--- src/rtl/serlb_pkg.sv ---
package serlb_pkg;

    // Default character width, in bits.
    localparam int unsigned CHAR_W_DEF = 10;

    // Level the line rests at when no character is live.
    localparam logic IDLE_LVL = 1'b1;

    // Serial stream together with the marker for its first bit.
    typedef struct packed {
        logic ser_bit;
        logic first_bit;
    } ser_stream_t;

    // Width of a counter that holds indices 0 .. n-1.
    function automatic int unsigned idx_width(input int unsigned n);
        return (n < 2) ? 1 : $clog2(n);
    endfunction

endpackage

--- src/rtl/serlb_char_timer.sv ---
module serlb_char_timer
    import serlb_pkg::*;
#(
    parameter int unsigned CHAR_W = CHAR_W_DEF,
    localparam int unsigned CW = idx_width(CHAR_W)
) (
    input  logic          clk,
    input  logic          rst,
    output logic          boundary,
    output logic          char_clk,
    output logic [CW-1:0] bit_idx
);
    localparam logic [CW-1:0] LAST = CW'(CHAR_W - 1);
    localparam logic [CW-1:0] HALF = CW'(CHAR_W / 2);

    logic [CW-1:0] cnt_q;

    // The counter comes out of reset on the last index, so the first edge
    // after release is a character boundary.
    always_ff @(posedge clk) begin
        if (rst) begin
            cnt_q <= LAST;
        end else if (cnt_q == LAST) begin
            cnt_q <= '0;
        end else begin
            cnt_q <= cnt_q + 1'b1;
        end
    end

    assign boundary = (cnt_q == LAST);
    assign char_clk = (cnt_q < HALF);
    assign bit_idx  = cnt_q;
endmodule

--- src/rtl/serlb_shifter.sv ---
module serlb_shifter
    import serlb_pkg::*;
#(
    parameter int unsigned CHAR_W = CHAR_W_DEF,
    localparam int unsigned CW = idx_width(CHAR_W)
) (
    input  logic              clk,
    input  logic              rst,
    input  logic              boundary,
    input  logic [CW-1:0]     bit_idx,
    input  logic [CHAR_W-1:0] tx_char,
    output ser_stream_t       stream
);
    logic [CHAR_W-1:0] hold_q;
    logic              hold_vld_q;
    logic [CHAR_W-1:0] shift_q;
    logic              shift_vld_q;

    // Capture at the boundary edge. The shift register takes the previous
    // capture at the same edge, so characters leave back to back.
    always_ff @(posedge clk) begin
        if (rst) begin
            hold_q      <= {CHAR_W{IDLE_LVL}};
            hold_vld_q  <= 1'b0;
            shift_q     <= {CHAR_W{IDLE_LVL}};
            shift_vld_q <= 1'b0;
        end else if (boundary) begin
            hold_q      <= tx_char;
            hold_vld_q  <= 1'b1;
            shift_q     <= hold_q;
            shift_vld_q <= hold_vld_q;
        end else begin
            shift_q     <= {IDLE_LVL, shift_q[CHAR_W-1:1]};
        end
    end

    assign stream.ser_bit   = shift_q[0];
    assign stream.first_bit = shift_vld_q && (bit_idx == '0);
endmodule

--- src/rtl/serlb_loop_mux.sv ---
module serlb_loop_mux
    import serlb_pkg::*;
(
    input  logic loop_en,
    input  logic ser_bit,
    input  logic line_in,
    output logic line_out,
    output logic rx_out
);
    always_comb begin
        if (loop_en) begin
            line_out = 1'b1;
            rx_out   = ser_bit;
        end else begin
            line_out = ser_bit;
            rx_out   = line_in;
        end
    end
endmodule

--- src/rtl/serlb_top.sv ---
module serlb_top
    import serlb_pkg::*;
#(
    parameter int unsigned CHAR_W = CHAR_W_DEF
) (
    input  logic              clk,
    input  logic              rst,
    input  logic [CHAR_W-1:0] tx_char,
    input  logic              loop_en,
    input  logic              line_in,
    output logic              char_clk,
    output logic              line_out,
    output logic              rx_out,
    output logic              bit0_strobe
);
    localparam int unsigned CW = idx_width(CHAR_W);

    logic          boundary;
    logic [CW-1:0] bit_idx;
    ser_stream_t   stream;

    serlb_char_timer #(.CHAR_W(CHAR_W)) timer_i (
        .clk      (clk),
        .rst      (rst),
        .boundary (boundary),
        .char_clk (char_clk),
        .bit_idx  (bit_idx)
    );

    serlb_shifter #(.CHAR_W(CHAR_W)) shifter_i (
        .clk      (clk),
        .rst      (rst),
        .boundary (boundary),
        .bit_idx  (bit_idx),
        .tx_char  (tx_char),
        .stream   (stream)
    );

    serlb_loop_mux mux_i (
        .loop_en  (loop_en),
        .ser_bit  (stream.ser_bit),
        .line_in  (line_in),
        .line_out (line_out),
        .rx_out   (rx_out)
    );

    assign bit0_strobe = stream.first_bit;
endmodule

--- config.mk ---
export PLATFORM = sky130hd
export DESIGN_NAME = serlb_top
export DESIGN_NICKNAME = d
export VERILOG_FILES = /design/src/rtl/serlb_pkg.sv /design/src/rtl/serlb_char_timer.sv /design/src/rtl/serlb_shifter.sv /design/src/rtl/serlb_loop_mux.sv /design/src/rtl/serlb_top.sv
export SDC_FILE = /design/constraint.sdc
export NUM_CORES = 1
export LEC_CHECK = 0
export BUFFER_PORTS_ARGS = -buffer_cell sky130_fd_sc_hd__buf_4
export CAP_MARGIN = 30
export CORE_UTILIZATION = 56
export CTS_BUF_LIST = sky130_fd_sc_hd__clkbuf_8
export DETAILED_ROUTE_END_ITERATION = 16
export PLACE_DENSITY_LB_ADDON = 0.3
export SYNTH_ARGS = -nofsm -noshare
export SYNTH_HDL_FRONTEND = slang
export SYNTH_SLANG_ARGS = --single-unit
--- constraint.sdc ---
create_clock -name clk -period 1.6 [get_ports clk]
set_clock_uncertainty 0.1 [all_clocks]
set_input_delay 0 -clock clk [delete_from_list [all_inputs] [get_ports clk]]
set_output_delay 0 -clock clk [all_outputs]
set_load 0.03 [all_outputs]
==> impl_metrics.json, run 1 <==
{
  "wl_per_cell_um": 11.6,
  "numCtsBuffers": 3,
  "worst_slew_pin_slew_ns": 0.337,
  "multi_input_area_um2": 437,
  "internal-power_w": 0.00127,
  "min_path_cells": 2,
  "power_w": 0.00177,
  "synthArstFlopShare_pct": 0,
  "synth.top_cells.by_area": "dfxtp_1, a21oi_1, nor3_1",
  "synth_seq_area_share_pct": 51.5,
  "cts_root_buffer": "clkbuf_8",
  "via_per_inst": 5.19,
  "rows": 14,
  "max-vdd-ir-drop_mv": 1.03,
  "power.density_mw_per_mm2": 1350,
  "dp_hpwl_um": 1060,
  "htree_num_levels": 1,
  "syn_area_per_cell_um2": 9.19,
  "fin_nets": 154,
  "reg2reg_depth": 5,
  "grt_pass1_vias": 739,
  "final.setup.tns_ns": 0,
  "dr.pass1.iters": 4,
  "wl_um": 1850,
  "final_core_util_pct": 82.3,
  "crit_path_end_kind": "primary output",
  "seqPwrFrac_pct": 44.9,
  "clock_sinks": 26,
  "layout_common_cells": "dfxtp_1, a21oi_1, buf_4, nor3_1, nor2_1",
  "critPathLaunchType": "flip-flop",
  "synth.top_cell.area_share_pct": 51.5,
  "mappedNetlistArea_mm2": 0.00101,
  "yosys_warnings": 0,
  "period_share_pct": 93.5,
  "regArea_um2": 520,
  "ys.flop_type": "dfxtp_1",
  "timing.rr.start": "timer_i.bit_idx[1]",
  "drc_errors": 0,
  "p_sw_share_pct": 28.4,
  "numPortBuffers": 17,
  "status": "completed",
  "final_hold_viol_count": 0,
  "worstPathMaxFanout": 4,
  "hold_end": "timer_i.bit_idx[2]",
  "r2r_slack_ns": 0.16,
  "synth_nets": 128,
  "period_needed_ns": 1.50,
  "dieArea_mm2": 0.00198,
  "grt_max_degree": 36,
  "boundaryPins": 18,
  "drive_above_1_share_pct": 22.2,
  "synthCells": 110,
  "worstPathRequired_ns": 1.50,
  "synth-seq-cells": 26,
  "antennaDiodeCount": 0,
  "hp-start": "rst",
  "drv_slew": 0,
  "crit_type": "reg2out",
  "clk_latency_ns": 0.27,
  "final_common_cell": "dfxtp_1",
  "die_y_um": 44.5,
  "setup_ws_ns": 0.105,
  "n_fill_cell": 105,
  "worstPathArrival_ns": 1.40,
  "drt_iter0_drc": 10,
  "grt-ovfl-total": 0,
  "leakage_nw": 0.514,
  "antenna_found_initial": 0,
  "rsz0062_at_grt": "no",
  "pwr-share-clk_pct": 30.8,
  "r2r-end": "shifter_i.shift_vld_q",
  "grtUsageTotal_pct": 21.4,
  "synth_cell_type_count": 23,
  "tritoncts": "done",
  "p_sw_w": 0.000502,
  "clk_pin_slew_ns": 0.09,
  "coreArea_mm2": 0.00159,
  "dp_slack_ns": 0.218,
  "cap_violations": 0,
  "synthToLayoutAreaGrowth_pct": 29.8,
  "combPwrFrac_pct": 24.3,
  "dieWidth_um": 44.5,
  "gp_congestion": 0.692,
  "vias": 826,
  "synth_largest_area_cell": "dfxtp_1",
  "clock.fmax_mhz": 669,
  "grt_pass1_wl_um": 3020,
  "synth_edf_count": 0,
  "drtAntennaViolNets": 0,
  "initial_utilization_pct": 63.4,
  "setup_viol": 0,
  "relSlewSlack_pct": 77.6,
  "hold_path.class": "in2reg",
  "max-clock-path-buffers": 2
}
-- cell type report --
type / instances / share of cell area (%)
sequential: 26 / 39.7
tap: 24 / 2.29
inverter: 3 / 0.858
clock buffer: 3 / 3.15
timing repair buffer: 29 / 18.5
clock inverter: 1 / 2.29
multi-input combinational: 73 / 33.3
-- power by group through the flow --
stage	registers [W]	clock network (W)	logic [W]
6_report	0.000793	0.000544	0.000430
5_1_grt	0.000803	0.000567	0.000478
4_1_cts	0.000793	0.000542	0.000427
3_5_place_dp	0.000808	0	0.000398
3_3_place_gp	0.000802	0	0.000387
2_1_floorplan	0.000795	0	0.000331
-- per-layer routing --
| layer | track usage (%) | routed length (um) |
|---|---|---|
| met1 | 25.4 | 861 |
| met2 | 36.2 | 883 |
| met3 | 3.67 | 60 |
| met4 | 12.7 | 45 |
| met5 | 0 | 0 |
-- state kept, by name (all words and copies together), names as in the netlist --
name / cells
timer_i.bit_idx: 4
shifter_i.hold_q: 10
shifter_i.hold_vld_q: 1
shifter_i.shift_q: 10
shifter_i.shift_vld_q: 1
-- cell usage after synthesis, types with 3 or more instances --
| cell | count |
|---|---|
| a21oi_1 | 21 |
| buf_2 | 6 |
| dfxtp_1 | 26 |
| ha_1 | 4 |
| inv_1 | 3 |
| nand2_1 | 4 |
| nor2_1 | 13 |
| nor3_1 | 18 |
-- through the flow --
step                instance area (um2)  hold WS, ns  cells
detailed placement                 1140        0.149    145
finish                             1310       0.0109    159
global placement                   1140        0.143    145
CTS                                1310      0.00645    159
global route                       1310       0.0327    159
floorplan                          1020       0.0551    110
-- worst max path at each step --
stage               depth (start not counted)                     to                from  slack (ns)
floorplan                                   3            bit0_strobe  timer_i.bit_idx[0]        0.28
global placement                            5  shifter_i.shift_vld_q  timer_i.bit_idx[1]        0.28
detailed placement                          5  shifter_i.shift_vld_q  timer_i.bit_idx[1]        0.22
CTS                                         4            bit0_strobe  timer_i.bit_idx[0]        0.10
global route                                4            bit0_strobe  timer_i.bit_idx[0]        0.06
finish                                      4            bit0_strobe  timer_i.bit_idx[0]        0.10
-- repair_timing --
action	4_1_cts	5_1_grt
hold buffers	10	0
endpoints found under the hold margin	10	0
resized for setup	0	0
setup endpoints to repair	0	0
buffers inserted	0	0
-- cells by family (layout without fill, tap and decap cells) --
kind of cell    Yosys count  in the layout  synth area share [%]
compound gates           24             24                  12.9
buf+inv                  11             36                  5.94
mux                       2              2                  2.10
simple gates             42             42                  21.8
fa+ha+maj                 4              4                  4.95
xor+xnor                  1              1                 0.866
flops                    26             26                  51.5
-- critical path, cell delays in order, from the launching register on --
cell	delay (ns)
dfxtp_1	0.35
inv_1	0.13
ha_1	0.17
nor4bb_2	0.28
buf_4	0.20
(Power assumes the default switching activity.)
==> run 2: changes to the inputs <==
--- a/config.mk
+++ b/config.mk
@@ -11,6 +11,7 @@
 export CTS_BUF_LIST = sky130_fd_sc_hd__clkbuf_8
 export DETAILED_ROUTE_END_ITERATION = 16
 export PLACE_DENSITY_LB_ADDON = 0.3
+export SETUP_SLACK_MARGIN = 0.2
 export SYNTH_ARGS = -nofsm -noshare
 export SYNTH_HDL_FRONTEND = slang
 export SYNTH_SLANG_ARGS = --single-unit
==> run 2 against run 1 <==
Hold slack gained 0.0020 ns. Total power grew 2.0%. Fmax grew 7.6%. Combinational power grew 6.7%. Via count grew 1.5%. Cell count grew 0.63%. Routed wire length grew 8.5%. Non-clock buffer count is the same. First-iteration DRC count shrank 20%. Largest power group unchanged. Highest routed layer unchanged.
==> impl_metrics.json, run 2 (synthesized netlist as in run 1, its figures left out) <==
{
  "drv_slew": 0,
  "dp_hpwl_um": 1060,
  "crit_path_end_kind": "primary output",
  "initial_utilization_pct": 63.4,
  "gp_congestion": 0.692,
  "antennaDiodeCount": 0,
  "htree_num_levels": 1,
  "slowest_delay_ns": 0.35,
  "wl_per_cell_um": 12.5,
  "critPathLaunchType": "flip-flop",
  "drt_iter0_drc": 8,
  "max-clock-path-buffers": 2,
  "fin_nets": 155,
  "internal-power_w": 0.00128,
  "layout_common_cells": "dfxtp_1, a21oi_1, buf_4, nor3_1, nor2_1",
  "postCtsSetupRepairBufs": 0,
  "n_fill_cell": 103,
  "vias": 838,
  "critPathSlowestCell": "dfxtp_2",
  "worst_slew_pin_slew_ns": 0.347,
  "final.setup.tns_ns": 0,
  "hold_path.class": "in2reg",
  "dieArea_mm2": 0.00198,
  "p_sw_w": 0.000525,
  "wl_um": 2010,
  "coreArea_mm2": 0.00159,
  "final_common_cell": "dfxtp_1",
  "tritoncts": "done",
  "relSlewSlack_pct": 76.9,
  "numPortBuffers": 17,
  "period_share_pct": 86.9,
  "antenna_found_initial": 0,
  "drtAntennaViolNets": 0,
  "dieWidth_um": 44.5,
  "synthToLayoutAreaGrowth_pct": 32.2,
  "max-vdd-ir-drop_mv": 1.05,
  "clk_pin_slew_ns": 0.09,
  "worstPathCellList": "inv_2 > ha_1 > nor4bb_2 > buf_4",
  "dr.pass1.iters": 6,
  "grtUsageTotal_pct": 21.4,
  "status": "completed",
  "grt_pass1_vias": 736,
  "crit_type": "reg2out",
  "final_hold_viol_count": 0,
  "drc_errors": 0,
  "power.density_mw_per_mm2": 1350,
  "numCtsBuffers": 3,
  "dp_slack_ns": 0.218,
  "period_needed_ns": 1.39,
  "worstPathMaxFanout": 4,
  "die_y_um": 44.5,
  "cts_root_buffer": "clkbuf_8",
  "seqPwrFrac_pct": 44.4,
  "clk_latency_ns": 0.27,
  "clock.fmax_mhz": 719,
  "rsz0062_at_grt": "yes",
  "drive_above_1_share_pct": 27.2,
  "boundaryPins": 18,
  "via_per_inst": 5.24,
  "power_w": 0.00180,
  "r2r_slack_ns": 0.22,
  "rows": 14,
  "grt_max_degree": 36,
  "setup_viol": 0,
  "clock_sinks": 26,
  "worstPathArrival_ns": 1.29,
  "cap_violations": 0,
  "final_core_util_pct": 83.8,
  "leakage_nw": 0.518,
  "grt-ovfl-total": 0,
  "p_sw_share_pct": 29.1,
  "combPwrFrac_pct": 25.5,
  "pwr-share-clk_pct": 30.2,
  "setup_ws_ns": 0.210,
  "worstPathRequired_ns": 1.50,
  "grt_pass1_wl_um": 2990
}
## run 2: changes by cell type in the layout (fill, tap and decap cells not counted), sizes merged
cell	before	now
and3b	1	2
## run 2: final cells by class
cell class,instances,area (um2),area share (%)
clock buffer,3,41.3,3.09
inverter,3,11.3,0.843
tap,24,30.0,2.25
sequential,26,522,39.0
multi-input combinational,74,459,34.4
timing repair buffer,29,243,18.2
clock inverter,1,30.0,2.25
## run 2: stage by stage
step / cells / area, um2 / hold slack [ns]
floorplan: 110 / 1020 / 0.0551
global placement: 145 / 1140 / 0.143
detailed placement: 145 / 1140 / 0.149
CTS: 159 / 1310 / 0.00645
global route: 160 / 1340 / 0.0369
finish: 160 / 1340 / 0.0130
## run 2: power by group through the flow
stage          combinational (W)  sequential, W  clock, W
5_1_grt                 0.000502       0.000809  0.000567
6_report                0.000459       0.000800  0.000544
2_1_floorplan           0.000331       0.000795         0
4_1_cts                 0.000428       0.000796  0.000542
3_5_place_dp            0.000398       0.000808         0
3_3_place_gp            0.000387       0.000802         0
## run 2: final timing paths
path                                          start                   end  cells past startpoint
worst max-delay path             timer_i.bit_idx[0]           bit0_strobe                      4
worst min register to register  shifter_i.hold_q[9]  shifter_i.shift_q[9]                      2
worst min-delay path                            rst    timer_i.bit_idx[2]                      2
worst max register to register   timer_i.bit_idx[1]   shifter_i.hold_q[4]                      6
## run 2: critical path, delay by kind of cell, from the launching register on
family                   cells  cell delay [ns]
flip-flops                   1             0.35
buffers and inverters        2             0.29
AND/OR/NAND/NOR              1             0.23
adder cells (fa/ha/maj)      1             0.14
## run 2: layer usage
metal / share of wire (%) / global-route usage (%) / vias to the layer above
met2: 47 / 35.9 / 18
met5: 0 / 0 / -
li1: - / - / 435
met3: 3.2 / 3.67 / 5
met1: 47 / 25.4 / 380
met4: 2.2 / 12.7 / 0
## run 2: timing repair
action,4_1_cts,5_1_grt
hold endpoints to repair,10,0
endpoints found under the setup margin,8,22
gates resized for setup,3,4
cloned,0,1
hold buffers,10,0
pin swaps,1,0
